===== src/rtl/rx_char_queue_pkg.sv =====
package rx_char_queue_pkg;
  localparam int STATUS_W  = 8;
  localparam int AVAIL_BIT = 0;
  localparam int PAR_BIT   = 4;
  localparam int OVR_BIT   = 5;
  localparam int FRM_BIT   = 6;

  typedef struct packed {
    logic parityErr;
    logic frameErr;
    logic overrun;
  } errFlags_t;

  typedef struct packed {
    logic push;       // append at first free slot after shift
    logic pop;        // remove head
    logic overwrite;  // replace newest slot, mark overrun
    logic clearErr;   // error-reset command
  } qStrobe_t;
endpackage


===== src/rtl/rx_char_queue_ctrl.sv =====
module rx_char_queue_ctrl
  import rx_char_queue_pkg::*;
(
  input  logic     headValid,
  input  logic     full,
  input  logic     charValid,
  input  logic     rdPop,
  input  logic     errReset,
  output qStrobe_t strobe
);
  logic popOk;

  assign popOk = rdPop & headValid;

  always_comb begin
    strobe           = '0;
    strobe.pop       = popOk;
    strobe.push      = charValid & (~full | popOk);
    strobe.overwrite = charValid & full & ~popOk;
    strobe.clearErr  = errReset;
  end
endmodule


===== src/rtl/rx_char_queue_dp.sv =====
module rx_char_queue_dp
  import rx_char_queue_pkg::*;
#(
  parameter int DATA_W = 8,
  parameter int DEPTH  = 3
) (
  input  logic                clk,
  input  logic                rstN,
  input  qStrobe_t            strobe,
  input  logic [DATA_W-1:0]   charData,
  input  logic                charParityErr,
  input  logic                charFrameErr,
  input  logic                parityIsSpecial,
  input  logic                statusVecEnable,
  output logic                headValid,
  output logic                full,
  output logic [DATA_W-1:0]   rdData,
  output logic [STATUS_W-1:0] statusWord,
  output logic                specialIrq,
  output logic                vecSpecial
);
  localparam int TOP = DEPTH - 1;

  logic [DEPTH-1:0]  valQ, shVal, wrHere, nxtVal;
  logic [DATA_W-1:0] dataQ   [DEPTH];
  logic [DATA_W-1:0] nxtData [DEPTH];
  errFlags_t         flgQ    [DEPTH];
  errFlags_t         nxtFlg  [DEPTH];
  errFlags_t         inFlg, ovrFlg, headFlg;
  logic              stickyPar, stickyOvr;

  assign inFlg  = '{parityErr: charParityErr, frameErr: charFrameErr, overrun: 1'b0};
  assign ovrFlg = '{parityErr: charParityErr, frameErr: charFrameErr, overrun: 1'b1};

  // Head flags after an error-reset command (discarded if popped).
  always_comb begin
    headFlg = flgQ[0];
    if (strobe.clearErr) begin
      headFlg.parityErr = 1'b0;
      headFlg.overrun   = 1'b0;
    end
  end

  for (genvar i = 0; i < DEPTH; i++) begin : g_slot
    logic [DATA_W-1:0] shData;
    errFlags_t         ownFlg, shFlg;
    logic              lowerOcc, overHere;

    if (i == 0) begin : g_head
      assign ownFlg   = headFlg;
      assign lowerOcc = 1'b1;
    end else begin : g_body
      assign ownFlg   = flgQ[i];
      assign lowerOcc = shVal[i-1];
    end

    if (i < TOP) begin : g_mid
      assign shVal[i] = strobe.pop ? valQ[i+1]  : valQ[i];
      assign shData   = strobe.pop ? dataQ[i+1] : dataQ[i];
      assign shFlg    = strobe.pop ? flgQ[i+1]  : ownFlg;
      assign overHere = 1'b0;
    end else begin : g_top
      assign shVal[i] = strobe.pop ? 1'b0 : valQ[i];
      assign shData   = strobe.pop ? '0   : dataQ[i];
      assign shFlg    = strobe.pop ? '0   : ownFlg;
      assign overHere = strobe.overwrite;
    end

    assign wrHere[i]  = strobe.push & ~shVal[i] & lowerOcc;
    assign nxtVal[i]  = shVal[i] | wrHere[i] | overHere;
    assign nxtData[i] = (wrHere[i] | overHere) ? charData : shData;
    assign nxtFlg[i]  = wrHere[i] ? inFlg : (overHere ? ovrFlg : shFlg);
  end

  always_ff @(posedge clk) begin
    if (!rstN) begin
      valQ <= '0;
      for (int k = 0; k < DEPTH; k++) begin
        dataQ[k] <= '0;
        flgQ[k]  <= '0;
      end
    end else begin
      valQ <= nxtVal;
      for (int k = 0; k < DEPTH; k++) begin
        dataQ[k] <= nxtData[k];
        flgQ[k]  <= nxtFlg[k];
      end
    end
  end

  always_ff @(posedge clk) begin
    if (!rstN || strobe.clearErr) begin
      stickyPar <= 1'b0;
      stickyOvr <= 1'b0;
    end else begin
      stickyPar <= stickyPar | (strobe.pop & flgQ[0].parityErr);
      stickyOvr <= stickyOvr | (strobe.pop & flgQ[0].overrun);
    end
  end

  assign headValid = valQ[0];
  assign full      = valQ[TOP];
  assign rdData    = valQ[0] ? dataQ[0] : '0;

  always_comb begin
    statusWord            = '0;
    statusWord[AVAIL_BIT] = valQ[0];
    statusWord[PAR_BIT]   = stickyPar | (valQ[0] & flgQ[0].parityErr);
    statusWord[OVR_BIT]   = stickyOvr | (valQ[0] & flgQ[0].overrun);
    statusWord[FRM_BIT]   = valQ[0] & flgQ[0].frameErr;
  end

  assign specialIrq = valQ[0] & (flgQ[0].frameErr | flgQ[0].overrun |
                                 (parityIsSpecial & flgQ[0].parityErr));
  assign vecSpecial = specialIrq & statusVecEnable;
endmodule


===== src/rtl/rx_char_queue.sv =====
module rx_char_queue
  import rx_char_queue_pkg::*;
#(
  parameter int DATA_W = 8,
  parameter int DEPTH  = 3
) (
  input  logic                clk,
  input  logic                rstN,
  input  logic                charValid,
  input  logic [DATA_W-1:0]   charData,
  input  logic                charParityErr,
  input  logic                charFrameErr,
  input  logic                rdPop,
  input  logic                errReset,
  input  logic                parityIsSpecial,
  input  logic                statusVecEnable,
  output logic [DATA_W-1:0]   rdData,
  output logic [STATUS_W-1:0] statusWord,
  output logic                charAvail,
  output logic                specialIrq,
  output logic                vecSpecial
);
  qStrobe_t strobe;
  logic     headValid, full;

  rx_char_queue_ctrl u_ctrl (
    .headValid (headValid),
    .full      (full),
    .charValid (charValid),
    .rdPop     (rdPop),
    .errReset  (errReset),
    .strobe    (strobe)
  );

  rx_char_queue_dp #(.DATA_W(DATA_W), .DEPTH(DEPTH)) u_dp (
    .clk             (clk),
    .rstN            (rstN),
    .strobe          (strobe),
    .charData        (charData),
    .charParityErr   (charParityErr),
    .charFrameErr    (charFrameErr),
    .parityIsSpecial (parityIsSpecial),
    .statusVecEnable (statusVecEnable),
    .headValid       (headValid),
    .full            (full),
    .rdData          (rdData),
    .statusWord      (statusWord),
    .specialIrq      (specialIrq),
    .vecSpecial      (vecSpecial)
  );

  assign charAvail = headValid;
endmodule


===== config.mk =====
export PLATFORM = sky130hd
export DESIGN_NAME = rx_char_queue
export DESIGN_NICKNAME = d
export VERILOG_FILES = /design/src/rtl/rx_char_queue_pkg.sv /design/src/rtl/rx_char_queue_ctrl.sv /design/src/rtl/rx_char_queue_dp.sv /design/src/rtl/rx_char_queue.sv
export SDC_FILE = /design/constraint.sdc
export NUM_CORES = 1
export LEC_CHECK = 0
export BUFFER_PORTS_ARGS = -buffer_cell sky130_fd_sc_hd__buf_2
export CAP_MARGIN = 10
export CORE_AREA = 2 2 92 50
export DETAILED_ROUTE_END_ITERATION = 8
export DIE_AREA = 0 0 94 52
export GPL_ROUTABILITY_DRIVEN = 0
export PLACE_DENSITY_LB_ADDON = 0.3
export SLEW_MARGIN = 20
export SYNTH_ARGS = -nofsm -noshare
export SYNTH_HDL_FRONTEND = slang
export SYNTH_HIERARCHICAL = 1
export SYNTH_SLANG_ARGS = --single-unit

===== constraint.sdc =====
create_clock -name clk -period 5.2 [get_ports clk]
set_clock_uncertainty 0.1 [all_clocks]
set_input_delay 0.26 -clock clk [delete_from_list [all_inputs] [get_ports clk]]
set_output_delay 0.26 -clock clk [all_outputs]
set_load 0.01 [all_outputs]

# == Yosys cells after proc, flatten, opt, wreduce, memory -nomap -nowiden ==
# Memory sizes are Yosys's and may differ from the RTL's.
# Index checks and enable logic that the tools add are counted.
# word_totals
memories,2
out_inout_bits,19
reg_bits,5
wordCells,74
mem_bits_rw,33
# memory_table
memory,depth,width,rd,rd_ports_with_merged_regs,write_ports,line_no,text
u_dp.dataQ,3,8,3,0,3,rx_char_queue_dp.sv:25,logic [DATA_W-1:0] dataQ [DEPTH];
u_dp.flgQ,3,3,3,0,3,rx_char_queue_dp.sv:27,errFlags_t flgQ [DEPTH];
# classes
muxes,27
bitwise_logic,40
n_reduce_logical,2
# op_table
op,n
$mux W8,10
$mux W3,10
$or A1 B1 Y1,18
$and A1 B1 Y1,17
$mux W1,7
$not A1 Y1,5
$logic_not A1 Y1,1
$logic_or A1 B1 Y1,1

# == Longest topological paths before layout ==
# logic_depth
word_depth,8
mapped_depth,9
mapped_depth_nobuf,5

# == Modules after synthesis ==
# Netlist, hierarchy kept.
# modules_own_cells
module,area_per_inst_um2,seq_area_each_um2,cells_per_inst,n_inst
rx_char_queue_dp,1910.6,760.7,195,1
rx_char_queue_ctrl,36.3,0.0,6,1

# == Worst setup path before layout ==
# Ideal clock, no wire load.
# synth_path
path_kind,register to register
from,reg u_dp.valQ[0]
to,"mem u_dp.dataQ[1][7], in the netlist u_dp/dataQ[0][15]"
arrival_time_ps,1662
setup_slack_ps,3366
path_buffers,3
stages_incl_launch_ff,9
cell_sequence,dfxtp_1 nand2_1 inv_1 buf_4 buf_6 or3b_1 a21oi_2 buf_6 mux2i_1
# synth_lines
element,line_no,text
start: declaration,rx_char_queue_dp.sv:24,"logic [DEPTH-1:0] valQ, shVal, wrHere, nxtVal;"
start signal: assignment,rx_char_queue_dp.sv:83,valQ <= nxtVal;
end: declaration,rx_char_queue_dp.sv:25,

==> impl_metrics.json <==
{
  "final_util": 0.525,
  "cp_max_fo": 55,
  "period_share": 0.538,
  "grt_pass1_vias": 1327,
  "cts.reportedPaths.clkPinSlew_ns": 0.08,
  "firstDrtPassIters": 5,
  "layout-drive-gt1-share": 0.240,
  "cts_tree": "done",
  "grt_first_pass_wirelength_um": 6670,
  "insertion_delay_ns": 0.30,
  "power_frac_seq": 0.467,
  "cap_viol_max_count": 0,
  "sw_frac_of_total": 0.267,
  "ys.flop_type": "dfxtp_1",
  "slew_viol_final": 0,
  "status": "completed",
  "async_flop_share": 0,
  "core_area_mm2": 0.00415,
  "antenna_found_initial": 0,
  "crit_slowest_cell": "a21oi_2",
  "fin_cells": 278,
  "ir_drop_uv": 160,
  "synth_area_mm2": 0.00195,
  "ys_types": 32,
  "synth-edff-count": 0,
  "finalCriticalPeriod_ns": 2.80,
  "yosysWarnings": 6,
  "antenna_cells": 0,
  "combPwrFrac": 0.180,
  "viasPerCell": 5.17,
  "die_y_um": 52,
  "cts_hold_buf": 0,
  "ys_seq_area_frac": 0.391,
  "endpoint_kind": "flop",
  "p_int_mw": 0.517,
  "rsz0062_at_grt": "false",
  "drtIter0Drc": 78,
  "setup_viol": 0,
  "finalNetCount": 237,
  "stdcell_area_mm2": 0.00218,
  "ctsLongestPathBuffers": 2,
  "finalPower_mw": 0.706,
  "track_usage": 0.183,
  "cts_inserted_buffers": 5,
  "p_leak_nw": 1.04,
  "cts-root-buf": "clkbuf_8",
  "dieArea_mm2": 0.00489,
  "ant_nets": 0,
  "p_sw_mw": 0.188,
  "crit_path_start_kind": "flop",
  "io_buffers": 31,
  "min_path_type": "input pin to flop",
  "hpwlAfterDp_um": 2540,
  "reg2reg_slack_ns": 2.40,
  "final_common_cell": "dfxtp_1",
  "grt_max_degree": 56,
  "io_pins": 36,
  "cts_htree_levels": 2,
  "dp_cells": 270,
  "hold_viol": 0,
  "worst_pin_slew_ns": 0.897,
  "dpl-instance-area_mm2": 0.00206,
  "syn_avg_cell_area_um2": 9.69,
  "start_util": 0.469,
  "max_stage_delay_ns": 0.74,
  "critPathKind": "flop to flop",
  "grt_overflow": 0,
  "synth_cells": 201,
  "yosys_register_bits": 38,
  "syn_to_final_growth_pct": 11.9,
  "slew_headroom": 0.402,
  "mostFrequentLayoutCells": "38 x dfxtp_1, 31 x buf_2, 22 x nand2_1, 22 x mux2i_1",
  "cts.sinks": 38,
  "required_ns": 5.32,
  "path_cells": "nand2_1 -> inv_1 -> buf_4 -> nand3b_1 -> a21oi_2 -> mux2i_1",
  "power.share.clock": 0.353,
  "num_rows": 17,
  "clock.fmax_ghz": 0.357,
  "die_w_um": 94,
  "p_per_area_mw_per_mm2": 324,
  "postCtsSetupRepairBufs": 0,
  "arrival_ns": 2.92,
  "tns_ns": 0,
  "drc": 0,
  "cts-resized-gates": 0,
  "routedWlPerCell_um": 14.7,
  "vias": 1438,
  "wl_um": 4080
}
[synthesized netlist by cell type, types with 2 or more instances]
master | instances | share of area
a21o_1 | 2 | 0.0077
a21oi_1 | 6 | 0.015
a221o_1 | 10 | 0.051
and2_1 | 10 | 0.032
buf_2 | 6 | 0.015
buf_4 | 8 | 0.031
buf_6 | 2 | 0.012
clkbuf_1 | 9 | 0.017
dfxtp_1 | 38 | 0.39
inv_1 | 3 | 0.0058
mux2_2 | 10 | 0.058
mux2i_1 | 22 | 0.11
nand2_1 | 22 | 0.042
nand2b_1 | 2 | 0.0064
nand3b_1 | 11 | 0.042
nor2_1 | 3 | 0.0058
nor2b_1 | 11 | 0.035
nor3b_1 | 3 | 0.012
o211a_1 | 10 | 0.051
[critical path: cells and delay by family (launching register included)]
kind	cells	cell delay, ns
AOI/OAI and AO/OA	1	0.74
DFF	1	0.70
buffers and inverters	2	0.55
and+or+nand+nor	2	0.34
muxes	1	0.28
[per-stage QoR]
stage          hold slack, ns  worst slack (ns)
5_1_grt                 0.106              2.10
3_3_place_gp            0.357              2.31
6_report                0.108              2.40
2_1_floorplan           0.316              3.37
4_1_cts                 0.100              2.16
3_5_place_dp            0.359              2.17
[path summary, 6_finish.rpt]
| check | startpoint | end | cells after the start |
|---|---|---|---|
| setup / recovery | u_dp/valQ[0] | u_dp/dataQ[0][8] | 6 |
| hold / removal | charData[5] | u_dp/dataQ[0][5] | 2 |
| setup reg to reg | u_dp/valQ[0] | u_dp/dataQ[0][8] | 6 |
| hold reg to reg | u_dp/stickyPar | u_dp/stickyPar | 2 |
[layer usage]
metal,GRT usage,vias up,share of wire,wire [um]
met4,0.0870,0,0.018,72
met3,0.0507,8,0.051,206
met2,0.231,40,0.36,1470
li1,-,738,-,-
met1,0.277,652,0.57,2330
met5,0,-,0,0
[sequential cells by signal, indices dropped and copies added, names as in the netlist]
register        flops
u_dp/stickyOvr      1
u_dp/dataQ         24
u_dp/valQ           3
u_dp/stickyPar      1
u_dp/flgQ           9
[kinds of logic (layout without fill, tap and decap cells)]
logic type | Yosys count | after routing | synth area share
buffers and inverters | 28 | 45 | 0.0810
DFF | 38 | 38 | 0.391
muxes | 32 | 32 | 0.171
AOI/OAI and AO/OA | 36 | 36 | 0.161
and+or+nand+nor | 66 | 66 | 0.195
other | 1 | 4 | 0.00193
[power groups by stage]
stage | Combinational [mW] | Clock (mW) | Sequential, mW
finish | 0.127 | 0.249 | 0.329
global route | 0.138 | 0.271 | 0.333
detailed placement | 0.125 | 0 | 0.335
floorplan | 0.104 | 0 | 0.329
CTS | 0.125 | 0.257 | 0.329
global placement | 0.124 | 0 | 0.335
[cell type report]
type                       instances  area, um2
timing repair buffer              34        178
multi-input combinational        138       1050
inverter                           3       11.3
clock inverter                     1       30.0
clock buffer                       7       76.3
fill                             391       1970
tap                               57       71.3
sequential                        38        761
Power figures use the tool's default switching activity.
